`src/rtl/dep_pkg.sv`:
```
package dep_pkg;
  localparam int LANES = 8;
  typedef logic [LANES-1:0] lane_mask_t;
endpackage

```
`src/rtl/dep_row.sv`:
```
// One scoreboard row: the single destination a unit currently holds.
module dep_row
  import dep_pkg::*;
#(
  parameter int RW      = 8,
  parameter int UW      = 3,
  parameter int UNIT_ID = 0
) (
  input  logic          clk,
  input  logic          rst_n,
  input  logic          iss_valid,
  input  logic [UW-1:0] iss_unit,
  input  logic [RW-1:0] iss_reg,
  input  lane_mask_t    iss_mask,
  input  logic          done,
  output logic [RW-1:0] row_reg,
  output lane_mask_t    row_mask
);
  logic          load;
  logic          en;
  logic [RW-1:0] reg_d;
  lane_mask_t    mask_d;

  always_comb begin
    load   = iss_valid && (iss_unit == UW'(UNIT_ID));
    en     = load || done;
    reg_d  = load ? iss_reg : row_reg;
    mask_d = load ? iss_mask : '0;
  end

  always_ff @(posedge clk or negedge rst_n) begin
    if (!rst_n) begin
      row_reg  <= '0;
      row_mask <= '0;
    end else if (en) begin
      row_reg  <= reg_d;
      row_mask <= mask_d;
    end
  end
endmodule

```
`src/rtl/dep_match.sv`:
```
// Lane overlap between one row and a queried register/mask.
module dep_match
  import dep_pkg::*;
#(
  parameter int RW = 8
) (
  input  logic [RW-1:0] row_reg,
  input  lane_mask_t    row_mask,
  input  logic [RW-1:0] q_reg,
  input  lane_mask_t    q_mask,
  output lane_mask_t    hit
);
  always_comb begin
    hit = (row_reg == q_reg) ? (row_mask & q_mask) : '0;
  end
endmodule

```
`src/rtl/bytelane_dep_matrix.sv`:
```
module bytelane_dep_matrix
  import dep_pkg::*;
#(
  parameter int NUM_UNITS = 8,
  parameter int NUM_REGS  = 256,
  localparam int UW = $clog2(NUM_UNITS),
  localparam int RW = $clog2(NUM_REGS)
) (
  input  logic                 clk,
  input  logic                 rst_n,
  input  logic                 iss_valid,
  input  logic [UW-1:0]        iss_unit,
  input  logic [RW-1:0]        iss_reg,
  input  logic [LANES-1:0]     iss_mask,
  output logic                 wr_hazard,
  input  logic [NUM_UNITS-1:0] done_vec,
  input  logic [RW-1:0]        chk_reg,
  input  logic [LANES-1:0]     chk_mask,
  output logic [LANES-1:0]     rd_lanes,
  output logic                 rd_hazard
);
  logic [RW-1:0] row_reg [NUM_UNITS];
  lane_mask_t    row_mask[NUM_UNITS];
  lane_mask_t    rd_hit  [NUM_UNITS];
  lane_mask_t    wr_hit  [NUM_UNITS];

  for (genvar u = 0; u < NUM_UNITS; u++) begin : g_unit
    dep_row #(.RW(RW), .UW(UW), .UNIT_ID(u)) row_i (
      .clk      (clk),
      .rst_n    (rst_n),
      .iss_valid(iss_valid),
      .iss_unit (iss_unit),
      .iss_reg  (iss_reg),
      .iss_mask (iss_mask),
      .done     (done_vec[u]),
      .row_reg  (row_reg[u]),
      .row_mask (row_mask[u])
    );
    dep_match #(.RW(RW)) rd_i (
      .row_reg (row_reg[u]),
      .row_mask(row_mask[u]),
      .q_reg   (chk_reg),
      .q_mask  (chk_mask),
      .hit     (rd_hit[u])
    );
    dep_match #(.RW(RW)) wr_i (
      .row_reg (row_reg[u]),
      .row_mask(row_mask[u]),
      .q_reg   (iss_reg),
      .q_mask  (iss_mask),
      .hit     (wr_hit[u])
    );
  end

  lane_mask_t rd_acc;
  lane_mask_t wr_acc;

  always_comb begin
    rd_acc = '0;
    wr_acc = '0;
    for (int u = 0; u < NUM_UNITS; u++) begin
      rd_acc = rd_acc | rd_hit[u];
      if (iss_unit != UW'(u)) wr_acc = wr_acc | wr_hit[u];
    end
    rd_lanes  = rd_acc;
    rd_hazard = |rd_acc;
    wr_hazard = iss_valid && (|wr_acc);
  end
endmodule

```
`config.mk`:
```
export PLATFORM = sky130hd
export DESIGN_NAME = bytelane_dep_matrix
export DESIGN_NICKNAME = d
export VERILOG_FILES = /design/src/rtl/dep_pkg.sv /design/src/rtl/dep_row.sv /design/src/rtl/dep_match.sv /design/src/rtl/bytelane_dep_matrix.sv
export SDC_FILE = /design/constraint.sdc
export NUM_CORES = 1
export LEC_CHECK = 0
export BUFFER_PORTS_ARGS = -buffer_cell sky130_fd_sc_hd__buf_2
export CAP_MARGIN = 0
export CORE_MARGIN = 5
export CORE_UTILIZATION = 57
export CTS_CLUSTER_DIAMETER = 120
export DETAILED_ROUTE_END_ITERATION = 12
export PLACE_DENSITY = 0.75
export SYNTH_ARGS = -nofsm -noshare
export SYNTH_HDL_FRONTEND = slang
export SYNTH_SLANG_ARGS = --single-unit
```
`constraint.sdc`:
```
create_clock -name clk -period 2.35 [get_ports clk]
set_clock_uncertainty 0.05 [all_clocks]
set_input_delay 0.1175 -clock clk [delete_from_list [all_inputs] [get_ports clk]]
set_output_delay 0.1175 -clock clk [all_outputs]
set_load 0.02 [all_outputs]
```
# Yosys cells after proc, flatten, opt, wreduce, memory -nomap -nowiden
# Cells that the tools add are included.
# Widths: inputs -> output; s select.
[totals]
ff_bits = 128
out_inout_bits = 10
wordCells = 137
input_bits = 46
[classes]
n_reduce_logical = 29
bitwise = 30
n_eq_ne = 30
muxes = 32
[ops]
columns = ["operator", "n"]
rows = [
  ["$mux 8", 32],
  ["$and 8x8->8", 16],
  ["$eq 8x8->1", 16],
  ["$or 8x8->8", 14],
  ["$reduce_and 2->1", 8],
  ["$reduce_or 8->1", 2],
  ["$eq 3x3->1 const B", 4],
  ["$ne 3x3->1 const B", 4],
  ["$logic_and 1x1->1", 9],
  ["$logic_or 1x1->1", 8],
  ["$eq 3x2->1 const B", 2],
  ["$ne 3x2->1 const B", 2],
  ["$eq 3x1->1 const B", 1],
  ["$logic_not 3->1", 1],
  ["$ne 3x1->1 const B", 1],
  ["$reduce_bool 3->1", 1],
]

# Longest topological paths before layout
[depth]
ltp_word = 19
depth_mapped = 9
ltp_nobuf = 7

# By module
# From an unflattened synthesis, not the netlist that was laid out.
[unflattened]
cells_unflattened = 815
hier_area_um2 = 8622.0
[by_module_without_submodules]
columns = ["mod", "instances", "cells_per_inst", "seq_area_each_um2", "area_each_um2"]
rows = [
  ["dep_match", 16, 26, 0.0, 165.2],
  ["dep_row (g_unit[1].row_i ...)", 3, 43, 400.4, 711.9],
  ["dep_row (g_unit[3].row_i ...)", 3, 42, 400.4, 703.2],
  ["dep_row (g_unit[7].row_i)", 1, 42, 400.4, 700.7],
  ["dep_row (g_unit[0].row_i)", 1, 42, 400.4, 665.6],
  ["bytelane_dep_matrix", 1, 60, 0.0, 367.9],
]

# Worst setup path after synthesis
# No wires, ideal clock.
[synth_path]
path_type = "flip-flop to output port"
startpoint = "register g_unit[3].row_i.row_reg[4]"
endpoint = "output wr_hazard"
slack_ns = 0.109
path_buffers = 1
arrival_ns = 2.074
required_ns = 2.183
path_stages_with_launch = 9
cell_sequence = "dfrtp_1 > xor2_1 > nor3_1 > and3_1 > clkbuf_1 > a22o_1 > o41ai_2 > nand4_1 > o41a_1"
[synth_between]
elab_chain_cells = 14
[synth_lines]
columns = ["item", "line", "rtl"]
rows = [
  ["from (decl)", "dep_row.sv:16", "output logic [RW-1:0] row_reg,"],
  ["from (signal assigned)", "dep_row.sv:36", "row_reg <= reg_d;"],
  ["$eq 8x8->1 (*)", "dep_match.sv:14", "hit = (row_reg == q_reg) ? (row_mask & q_mask) : '0;"],
  ["$mux 8 (*)", "dep_match.sv:14", ""],
  ["$or 8x8->8 (*)", "bytelane_dep_matrix.sv:63", "if (iss_unit != UW'(u)) wr_acc = wr_acc | wr_hit[u];"],
  ["$mux 8 (*)", "bytelane_dep_matrix.sv:63", ""],
  ["$or 8x8->8", "bytelane_dep_matrix.sv:63", ""],
  ["$mux 8 (*)", "bytelane_dep_matrix.sv:63", ""],
  ["$or 8x8->8", "bytelane_dep_matrix.sv:63", ""],
  ["$mux 8 (*)", "bytelane_dep_matrix.sv:63", ""],
  ["$or 8x8->8", "bytelane_dep_matrix.sv:63", ""],
  ["$mux 8 (*)", "bytelane_dep_matrix.sv:63", ""],
  ["$or 8x8->8", "bytelane_dep_matrix.sv:63", ""],
  ["$mux 8 (*)", "bytelane_dep_matrix.sv:63", ""],
  ["$reduce_or 8->1 (*)", "bytelane_dep_matrix.sv:67", "wr_hazard = iss_valid && (|wr_acc);"],
  ["$logic_and 1x1->1 (*)", "bytelane_dep_matrix.sv:67", ""],
  ["to (decl)", "bytelane_dep_matrix.sv:15", "output logic wr_hazard,"],
]
# Every way passes the cells marked *; elsewhere a longest branch is shown, timed or not.

# Worst setup path in the final report
[layout_path]
startpoint = "register g_unit[4].row_i.row_reg[0]"
endpoint = "output wr_hazard"
[layout_between]
elab_chain_cells = 12
[layout_lines]
columns = ["item", "line"]
rows = [
  ["from (decl)", "dep_row.sv:16"],
  ["from (signal assigned)", "dep_row.sv:36"],
  ["$eq 8x8->1 (*)", "dep_match.sv:14"],
  ["$mux 8 (*)", "dep_match.sv:14"],
  ["$or 8x8->8 (*)", "bytelane_dep_matrix.sv:63"],
  ["$mux 8 (*)", "bytelane_dep_matrix.sv:63"],
  ["$or 8x8->8", "bytelane_dep_matrix.sv:63"],
  ["$mux 8 (*)", "bytelane_dep_matrix.sv:63"],
  ["$or 8x8->8", "bytelane_dep_matrix.sv:63"],
  ["$mux 8 (*)", "bytelane_dep_matrix.sv:63"],
  ["$or 8x8->8", "bytelane_dep_matrix.sv:63"],
  ["$mux 8 (*)", "bytelane_dep_matrix.sv:63"],
  ["$reduce_or 8->1 (*)", "bytelane_dep_matrix.sv:67"],
  ["$logic_and 1x1->1 (*)", "bytelane_dep_matrix.sv:67"],
]
# Marks and branches as above.

==> impl_metrics.json <==
{
  "synthArstFlopShare": 1.00,
  "first_pass_iters": 6,
  "clk_latency_ns": 0.43,
  "fin_tns_setup_ns": -2.57,
  "clk_pin_slew_worst_paths_ns": 0.06,
  "worstMarginPinSlew_ns": 0.522,
  "area_growth_pct": 33.0,
  "max_freq_mhz": 353,
  "route.detailed.drc": 0,
  "cts-root-buf": "clkbuf_16",
  "crit_required_ns": 2.18,
  "dieArea_mm2": 0.0154,
  "cap_viol_max_count": 0,
  "ir_drop_v": 0.000730,
  "synth.area.top_cells": "dfrtp_1 (43%), xnor2_1 (11%), mux2_2 (9.7%)",
  "leakage_uw": 0.00408,
  "finalHoldViolations": 0,
  "drv_slew": 0,
  "port_buffers": 55,
  "num_rows": 41,
  "crit_arrival_ns": 2.66,
  "worstSetupPathType": "flop to output pin",
  "htreeDepth": 4,
  "totalWireLength_um": 26300,
  "gp_congestion": 0.996,
  "cts_tree": "done",
  "cts_buffers": 17,
  "netlist_area_mm2": 0.00744,
  "ctsLongestPathBuffers": 2,
  "startpoint_type": "flop",
  "cts_sinks": 128,
  "fin_nets": 931,
  "ys.flop_type": "dfrtp_1",
  "fp.dieH_um": 124,
  "avgSynthCellArea_um2": 10.2,
  "synth-edff-count": 0,
  "grt_max_degree": 46,
  "utilization": 0.778,
  "post-route-worst-setup-slack_ns": -0.482,
  "period_needed_ns": 2.83,
  "drtAntennaViolNets": 0,
  "initial_core_util": 0.585,
  "grt_overflow": 0,
  "pwr_density_cell_mw_per_mm2": 758,
  "yosysMostFrequentCell": "dfrtp_1",
  "grt_antenna_before_repair": 0,
  "drt_iter0_markers": 629,
  "synth_warnings": 0,
  "multi_input_area_mm2": 0.00438,
  "drt-wirelength-per-cell_um": 24.6,
  "fillerInstances": 842,
  "synth_cell_types": 32,
  "setup_viol": 10,
  "grt_pass1_wl_um": 39300,
  "regArea_mm2": 0.00321,
  "status": "finished with violations",
  "vias": 6616,
  "core_area_mm2": 0.0127,
  "worstPathMaxFanout": 6,
  "grt_usage": 0.330,
  "min_path_type": "input port to flop",
  "die_x_um": 124,
  "first_global_vias": 6767,
  "rsz0062_at_grt": "true",
  "syn_nets": 776,
  "yosys-top-cells-count": "dfrtp_1 (128), xnor2_1 (97), nand2_1 (68), o21ai_0 (66)",
  "n_antenna_cell": 0,
  "dp_hpwl_um": 18500,
  "violations": "negative setup slack",
  "synth.largest_area_cell": "dfrtp_1",
  "min_period_over_period": 1.21,
  "reg2reg_slack_ns": 1.19,
  "num_io_pins": 56,
  "yosysSeqAreaShare": 0.431,
  "synthCells": 730,
  "ys_ff_latch": 128,
  "max_slew_margin": 0.650,
  "yosysTopAreaCellShare": 0.431,
  "routed_via_density": 6.18,
  "drive_gt1_frac": 0.395,
  "worstSetupEndpointType": "output pin"
}
-- cell families (layout without fill, tap and decap cells) --
family / after synthesis / in the layout / synth area share
AOI/OAI and AO/OA: 149 / 149 / 0.138
xor gates and xnor gates: 128 / 128 / 0.151
buffers and inverters: 62 / 230 / 0.0429
DFF: 128 / 128 / 0.431
muxes: 64 / 64 / 0.0969
and+or+nand+nor: 199 / 199 / 0.140
-- per-stage QoR --
step           area [um^2]  hold slack, ns  cells  power (uW)  setup slack [ns]
2_1_floorplan         7440          -0.228    730        3680             0.109
3_3_place_gp          8580         0.00588   1021        4340            -0.322
3_5_place_dp          8580          0.0134   1021        4410            -0.269
4_1_cts               9780        0.000471   1068        7380            -0.424
5_1_grt               9890         0.00911   1070        7750            -0.539
6_report              9890         0.00717   1070        7500            -0.482
-- per-layer routing --
layer  part of all wire  global-route usage  wire length [um]  vias to the layer above
li1                   -                   -                 -                     2859
met1               0.36               0.382              9490                     3290
met2               0.50               0.566             13200                      351
met3              0.064              0.0686              1680                      116
met4              0.075               0.188              1960                        0
met5                  0                   0                 0                        -
-- final timing paths --
kind,start,end,cells after the start
max,g_unit[4].row_i.row_reg[0],wr_hazard,9
min,done_vec[5],g_unit[5].row_i.row_mask[7],3
max reg2reg,g_unit[4].row_i.row_reg[7],g_unit[4].row_i.row_reg[7],3
min reg2reg,g_unit[1].row_i.row_mask[3],g_unit[1].row_i.row_mask[3],2
max in group asynchronous,rst_n,g_unit[2].row_i.row_reg[4],3
min in group asynchronous,rst_n,g_unit[0].row_i.row_mask[6],2
-- power by group --
part           internal [uW]  leakage (uW)  switching, uW
sequential              2490       0.00164            306
combinational            998       0.00213            881
clock                   1800      0.000302           1020
-- area by class of cell --
class                   instances  share of cell area
clock inverters                14              0.0191
flip-flops and latches        128               0.324
clock buffers                  18              0.0444
multi-input cells             540               0.442
inverters                       9             0.00341
well taps                     172              0.0218
repair buffers                189               0.145
-- worst max-delay path: stages (launching register included) --
cell     delay [ns]
dfrtp_1        0.40
xnor2_1        0.29
nand4_1        0.25
nor4_4         0.45
buf_4          0.23
a22oi_2        0.07
nand4_1        0.10
a22o_1         0.14
o41a_1         0.17
buf_6          0.13
-- placed cells by master (no fill, tap or decap), drive strengths merged --
| cell | Yosys | routed |
|---|---|---|
| o31ai | 1 | 1 |
| o21ai | 66 | 66 |
| o2111a | 1 | 1 |
| a22o | 19 | 19 |
| clkinvlp | 0 | 3 |
| clkinv | 0 | 6 |
| xnor2 | 97 | 97 |
| o21a | 2 | 2 |
| a2111o | 1 | 1 |
| bufinv | 0 | 4 |
| nor4 | 8 | 8 |
| buf | 27 | 180 |
| nand2b | 66 | 66 |
| o41ai | 3 | 3 |
| o41a | 1 | 1 |
| xor2 | 31 | 31 |
| inv | 9 | 10 |
| a21boi | 2 | 2 |
| nand2 | 68 | 68 |
| and3 | 3 | 3 |
| nand4 | 23 | 23 |
| a221oi | 4 | 4 |
| mux2 | 64 | 64 |
| a22oi | 40 | 40 |
| nor2 | 14 | 14 |
| a31oi | 1 | 1 |
| dfrtp | 128 | 128 |
| clkbuf | 26 | 18 |
| and4 | 3 | 3 |
| a41oi | 8 | 8 |
| dlygate4sd3 | 0 | 9 |
| nand3 | 4 | 4 |
| nor3 | 10 | 10 |
-- timing repair --
action | 4_1_cts | 5_1_grt
pin swaps | 35 | 18
buffers inserted | 8 | 3
endpoints found under the hold margin | 95 | 0
hold buffers | 9 | 0
resized for setup | 87 | 17
endpoints found under the setup margin | 10 | 10
(Power assumes the default switching activity.)
